[src/rtl/dslp_pkg.sv]
package dslp_pkg;
   // register word indices
   localparam int REG_PASS   = 0;
   localparam int REG_ENTER  = 1;
   localparam int REG_POLICY = 2;
   localparam int REG_STATUS = 3;

   // bit positions
   localparam int PEND_BIT   = 1;
   localparam int POL_DC     = 0;
   localparam int POL_VDD    = 1;
   localparam int ST_MODE    = 0;
   localparam int ST_DC      = 1;
   localparam int ST_VDD     = 2;
   localparam int ST_RST_LSB = 4;

   // synchroniser lane order
   localparam int LANE_MODE  = 0;
   localparam int LANE_DC    = 1;
   localparam int LANE_VDD   = 2;
   localparam int N_LANES    = 3;

   localparam logic [31:0] KEY_PASS_DEF  = 32'hAA55_55AA;
   localparam logic [31:0] KEY_ENTER_DEF = 32'h55AA_AA55;
endpackage

[src/rtl/dslp_sync.sv]
module dslp_sync #(
   parameter int W      = 1,
   parameter int STAGES = 2
) (
   input  logic         clk,
   input  logic         rst_n,
   input  logic [W-1:0] d,
   output logic [W-1:0] q
);
   if (STAGES < 2) begin : g_bad_stages
      $error("dslp_sync: STAGES must be at least 2");
   end

   for (genvar i = 0; i < W; i++) begin : g_lane
      logic [STAGES-1:0] chain;
      always_ff @(posedge clk) begin
         if (!rst_n) chain <= '0;
         else        chain <= {chain[STAGES-2:0], d[i]};
      end
      assign q[i] = chain[STAGES-1];
   end
endmodule

[src/rtl/dslp_w1c.sv]
module dslp_w1c #(
   parameter int N = 1
) (
   input  logic         clk,
   input  logic         rst_n,
   input  logic [N-1:0] set,
   input  logic [N-1:0] clr,
   output logic [N-1:0] q
);
   if (N < 1) begin : g_bad_n
      $error("dslp_w1c: N must be positive");
   end

   for (genvar i = 0; i < N; i++) begin : g_flag
      logic f_q;
      always_ff @(posedge clk) begin
         if (!rst_n)      f_q <= 1'b0;
         else if (set[i]) f_q <= 1'b1;
         else if (clr[i]) f_q <= 1'b0;
      end
      assign q[i] = f_q;
   end
endmodule

[src/rtl/dslp_unlock.sv]
module dslp_unlock #(
   parameter int                DATA_W    = 32,
   parameter logic [DATA_W-1:0] PASS_KEY  = '0,
   parameter logic [DATA_W-1:0] ENTER_KEY = '1
) (
   input  logic              clk,
   input  logic              rst_n,
   input  logic              wr_en,
   input  logic              sel_pass,
   input  logic              sel_enter,
   input  logic [DATA_W-1:0] wdata,
   output logic              armed,
   output logic              enter_ok
);
   if (PASS_KEY == ENTER_KEY) begin : g_bad_keys
      $error("dslp_unlock: the two keys must differ");
   end

   logic armed_q;

   // every write re-evaluates the arm state, so only an adjacent pair unlocks
   always_ff @(posedge clk) begin
      if (!rst_n)     armed_q <= 1'b0;
      else if (wr_en) armed_q <= sel_pass && (wdata == PASS_KEY);
   end

   assign armed    = armed_q;
   assign enter_ok = wr_en && sel_enter && armed_q && (wdata == ENTER_KEY);
endmodule

[src/rtl/dslp_entry_ctrl.sv]
module dslp_entry_ctrl
   import dslp_pkg::*;
#(
   parameter int                ADDR_W      = 2,
   parameter int                DATA_W      = 32,
   parameter int                SYNC_STAGES = 2,
   parameter int                N_RST       = 3,
   parameter logic [DATA_W-1:0] PASS_KEY    = DATA_W'(KEY_PASS_DEF),
   parameter logic [DATA_W-1:0] ENTER_KEY   = DATA_W'(KEY_ENTER_DEF)
) (
   input  logic              clk,
   input  logic              rst_n,
   input  logic              wr_en,
   input  logic [ADDR_W-1:0] addr,
   input  logic [DATA_W-1:0] wdata,
   output logic [DATA_W-1:0] rdata,
   input  logic              mode_pin,
   input  logic              dcin_drop,
   input  logic              vdd_low,
   input  logic              wake_evt,
   input  logic [N_RST-1:0]  rst_cause,
   output logic              sleep_req
);
   localparam int ST_TOP = ST_RST_LSB + N_RST;

   if (ADDR_W < 2) begin : g_bad_addr
      $error("dslp_entry_ctrl: ADDR_W must cover four registers");
   end
   if (DATA_W < ST_TOP) begin : g_bad_data
      $error("dslp_entry_ctrl: DATA_W too narrow for the status layout");
   end
   if (ENTER_KEY[PEND_BIT] != 1'b0) begin : g_bad_key
      $error("dslp_entry_ctrl: enter key would clear the wake-pending flag");
   end

   // decode
   logic sel_pass, sel_enter, sel_policy, sel_status;
   assign sel_pass   = (addr == ADDR_W'(REG_PASS));
   assign sel_enter  = (addr == ADDR_W'(REG_ENTER));
   assign sel_policy = (addr == ADDR_W'(REG_POLICY));
   assign sel_status = (addr == ADDR_W'(REG_STATUS));

   // detector synchronisers
   logic [N_LANES-1:0] raw_in, sync_out;
   logic               mode_s, dc_s, vdd_s;
   assign raw_in[LANE_MODE] = mode_pin;
   assign raw_in[LANE_DC]   = dcin_drop;
   assign raw_in[LANE_VDD]  = vdd_low;

   dslp_sync #(.W(N_LANES), .STAGES(SYNC_STAGES)) u_sync (
      .clk (clk),
      .rst_n (rst_n),
      .d (raw_in),
      .q (sync_out)
   );
   assign mode_s = sync_out[LANE_MODE];
   assign dc_s   = sync_out[LANE_DC];
   assign vdd_s  = sync_out[LANE_VDD];

   // key sequencing
   logic armed, enter_ok;
   dslp_unlock #(.DATA_W(DATA_W), .PASS_KEY(PASS_KEY), .ENTER_KEY(ENTER_KEY)) u_unlock (
      .clk (clk),
      .rst_n (rst_n),
      .wr_en (wr_en),
      .sel_pass (sel_pass),
      .sel_enter (sel_enter),
      .wdata (wdata),
      .armed (armed),
      .enter_ok (enter_ok)
   );

   // policy register
   logic [1:0] pol_q;
   always_ff @(posedge clk) begin
      if (!rst_n)                  pol_q <= '0;
      else if (wr_en && sel_policy) pol_q <= {wdata[POL_VDD], wdata[POL_DC]};
   end

   // gating and wake
   logic sleep_q, pend_q, gate_ok, supply_back, wake;
   assign gate_ok = mode_s && !pend_q
                    && (pol_q[POL_DC] || dc_s)
                    && (pol_q[POL_VDD] || vdd_s);
   assign supply_back = (!pol_q[POL_DC] && !dc_s) || (!pol_q[POL_VDD] && !vdd_s);
   assign wake = sleep_q && (wake_evt || supply_back);

   always_ff @(posedge clk) begin
      if (!rst_n)                   sleep_q <= 1'b0;
      else if (wake)                sleep_q <= 1'b0;
      else if (enter_ok && gate_ok) sleep_q <= 1'b1;
   end
   assign sleep_req = sleep_q;

   // wake-pending flag
   logic pend_clr;
   assign pend_clr = wr_en && sel_enter && wdata[PEND_BIT];
   dslp_w1c #(.N(1)) u_pend (
      .clk (clk),
      .rst_n (rst_n),
      .set (wake),
      .clr (pend_clr),
      .q (pend_q)
   );

   // reset-cause flags
   logic [N_RST-1:0] rst_clr, rst_flags_q;
   assign rst_clr = (wr_en && sel_status) ? wdata[ST_RST_LSB +: N_RST] : '0;
   dslp_w1c #(.N(N_RST)) u_rstflags (
      .clk (clk),
      .rst_n (rst_n),
      .set (rst_cause),
      .clr (rst_clr),
      .q (rst_flags_q)
   );

   // read mux
   always_comb begin
      rdata = '0;
      unique case (1'b1)
         sel_enter:  rdata[PEND_BIT] = pend_q;
         sel_policy: begin
            rdata[POL_DC]  = pol_q[POL_DC];
            rdata[POL_VDD] = pol_q[POL_VDD];
         end
         sel_status: begin
            rdata[ST_MODE] = mode_s;
            rdata[ST_DC]   = dc_s;
            rdata[ST_VDD]  = vdd_s;
            rdata[ST_RST_LSB +: N_RST] = rst_flags_q;
         end
         default: rdata = '0;
      endcase
   end

   logic unused_armed;
   assign unused_armed = armed;
endmodule

[config.mk]
export PLATFORM = sky130hd
export DESIGN_NAME = dslp_entry_ctrl
export DESIGN_NICKNAME = d
export VERILOG_FILES = /design/src/rtl/dslp_pkg.sv /design/src/rtl/dslp_sync.sv /design/src/rtl/dslp_w1c.sv /design/src/rtl/dslp_unlock.sv /design/src/rtl/dslp_entry_ctrl.sv
export SDC_FILE = /design/constraint.sdc
export NUM_CORES = 1
export LEC_CHECK = 0
export ABC_AREA = 1
export BUFFER_PORTS_ARGS = -buffer_cell sky130_fd_sc_hd__buf_4
export CORE_MARGIN = 5
export CORE_UTILIZATION = 40
export CTS_CLUSTER_DIAMETER = 200
export CTS_CLUSTER_SIZE = 25
export DETAILED_ROUTE_END_ITERATION = 12
export MAX_ROUTING_LAYER = met4
export PLACE_DENSITY_LB_ADDON = 0.25
export SYNTH_ARGS = -nofsm -noshare
export SYNTH_HDL_FRONTEND = slang
export SYNTH_SLANG_ARGS = --single-unit
[constraint.sdc]
create_clock -name clk -period 1 [get_ports clk]
set_input_delay 0.05 -clock clk [delete_from_list [all_inputs] [get_ports clk]]
set_output_delay 0.05 -clock clk [all_outputs]
set_load 0.1 [all_outputs]
==> metrics.yaml <==
status:
  outcome: "complete, but fails checks"
  violations: "negative setup slack"
grt:
  grt_usage: 0.151
  grt_pass1_vias: 1057
  antenna_found_initial: 0
  grt_overflow: 0
  grt_start_max_net_pins: 11
  grt_pass1_wl_microns: 4120
finish:
  stdcell_area_sq_mm: 0.00165
  mostFrequentLayoutCells: "47 x buf_4, 42 x nand2_1, 28 x nor2_1"
  final_common_cell: "buf_4"
  post-route-util: 0.660
  final_nets: 284
  num_antenna_cells: 0
  area.growth.synth_to_final_pct: 56.8
  drive_gt1_frac: 0.356
floorplanning:
  initial_core_util: 0.421
  io_pins: 77
  die_h_microns: 61.3
  fp.dieW_microns: 61.3
  core-area_sq_mm: 0.00250
  dieArea_sq_mm: 0.00376
  core.rowCount: 18
setup_path:
  r2r-start: "pol_q[1]"
  worstPathRequired_ns: 0.95
  cp.arrival_ns: 1.13
  r2r-end: "sleep_req"
  reg2reg_depth: 6
  rrSetupSlack_ns: 0.08
  cp_max_fo: 2
  path_class: "reg -> out"
  cp-end-kind: "primary output"
  cp-start-kind: "register"
synth:
  synthArstFlopShare: 0
  synth_cells: 177
  synthAdderAreaFrac: 0
  synth_cell_type_count: 19
  synthMuxAreaShare: 0
  syn_area_per_cell_sq_um: 5.94
  synth_top_area_share: 0.266
  synth_compound_area_frac: 0.0785
  synthTopCellsByArea: "dfxtp_1 27%, buf_4 19%, nand2_1 15%"
  synthSimpleGateAreaFrac: 0.352
  synth_area_sq_mm: 0.00105
  yosys_most_used_dff: "dfxtp_1"
  synth_xor_area_frac: 0
  synth-edff-count: 0
  yosysSeqAreaShare: 0.266
  synth_top_family_by_area: "simple AND/OR/NAND/NOR gates"
  yosys_warnings: 0
  synth_top_cell_by_area: "dfxtp_1"
  ys_ff_latch: 14
sta:
  rsz0062_at_grt: "yes"
  final-hold-violation-count: 0
  fin_crit_ns: 1.18
  tns_ns: -0.304
  postLayoutSetupSlackWorst_ns: -0.178
  period_share: 1.18
  holdWs_ns: 0.0249
  finalMaxSlewViolations: 0
  skew_ns: 0.00568
  setup_viol: 3
  maxClockFrequency_mhz: 849
clock_network:
  htreeDepth: 1
  cts_tree: "done"
  cts_buffers: 3
  clk_path_buf_depth: 2
  cts-root-buf: "clkbuf_4"
  clkSinkCount: 14
  clkLatencyLatePin_ns: 0.28
  clkTransAtPathRegs_ns: 0.08
pwr:
  p_seq_frac: 0.321
  p_int_uw: 1010
  p_comb_frac: 0.458
  p_sw_frac: 0.451
  ir_worst_vdd_uv: 957
  p_clk_frac: 0.220
  p_switching_uw: 833
  power_leakage_uw: 0.000855
  power_density_mw_per_mm2: 1120
placed_design:
  dpl_cell_area_sq_mm: 0.00146
  dpl.hpwl_microns: 2190
  place_congestion: 0.778
  portBuffers: 50
min_path:
  whs_path_depth: 3
  whs_endpoint: "u_sync.g_lane[0].chain[0]"
  worstHoldStart: "rst_n"
  min_path_type: "in -> reg"
route:
  drt-met1-wl_microns: 1030
  drtIter0Drc: 47
  drtPass1Iterations: 4
  routedWlPerCell_microns: 10.2
  via_count: 1127
  route.top_layer_used: "met4"
  met3_length_microns: 208
  ant_nets: 0
  wl_microns: 2740
  wl_met2_microns: 1480
  drc: 0
  viasPerCell: 4.19
run:
  cap_viol_max_count: 0
## synth_stat cells, types with 2 or more instances
master,number
a21oi_1,5
a21oi_2,2
buf_4,26
dfxtp_1,14
inv_1,30
nand2_1,42
nand3_1,9
nor2_1,32
nor2b_1,3
nor3_1,3
o21ai_0,2
o31ai_1,2
## cell families after synthesis
kind of cell / count (synthesis)
AO/OA/AOI/OAI: 13
buffers and inverters: 58
flip-flops: 14
other: 1
AND/OR/NAND/NOR: 91
## metal layers
| layer | up-vias | track usage |
|---|---|---|
| li1 | 604 | - |
| met1 | 484 | 0.157 |
| met2 | 35 | 0.279 |
| met3 | 4 | 0.0398 |
| met4 | 0 | 0.0372 |
| met5 | - | - |
## state kept, by name, indices dropped and copies added, names as in the netlist
| register | cells |
|---|---|
| pol_q | 2 |
| sleep_req | 1 |
| u_pend.q | 1 |
| u_rstflags.g_flag.f_q | 3 |
| u_sync.g_lane.chain | 6 |
| u_unlock.armed | 1 |
## power groups by stage
| stage | logic (uW) | registers [uW] | clock network (uW) |
|---|---|---|---|
| 2_1_floorplan | 681 | 600 | 0 |
| 5_1_grt | 894 | 596 | 449 |
| 3_3_place_gp | 792 | 602 | 0 |
| 3_5_place_dp | 797 | 603 | 0 |
| 6_report | 847 | 594 | 407 |
| 4_1_cts | 840 | 593 | 417 |
## layout make-up
cell class	instances	area, sq um
fillers	218	850
flip-flops and latches	14	294
multi-input cells	130	622
well taps	30	37.5
inverters	31	116
repair buffers	60	544
clock buffers	4	36.3
## critical path, cell delays in order (launching register included)
cell and delay (ns):
dfxtp_2 0.34, inv_2 0.05, o311ai_4 0.25, buf_12 0.21
## worst max path at each step
stage | from | to | slack (ns)
final | pol_q[1] | rdata[1] | -0.18
after global routing | pol_q[1] | rdata[1] | -0.23
after CTS | pol_q[1] | rdata[1] | -0.19
after detailed placement | pol_q[1] | rdata[1] | 0.001
after global placement | pol_q[1] | rdata[1] | 0.02
after floorplan | pol_q[1] | rdata[1] | -0.31
## timing repair
item,in CTS,in global routing
hold buffers,6,0
gates cloned,0,0
setup endpoints to repair,6,8
setup buffers,0,0
gates resized for setup,27,4
hold endpoints to repair,6,0
pin swaps,6,1
## through the flow
stage,total power (uW),cells,setup WS [ns]
6_report,1850,269,-0.178
5_1_grt,1940,269,-0.229
4_1_cts,1850,269,-0.186
3_5_place_dp,1400,259,0.00121
3_3_place_gp,1390,259,0.0167
2_1_floorplan,1280,202,-0.306
No activity file was read; power rests on OpenSTA's default activity.
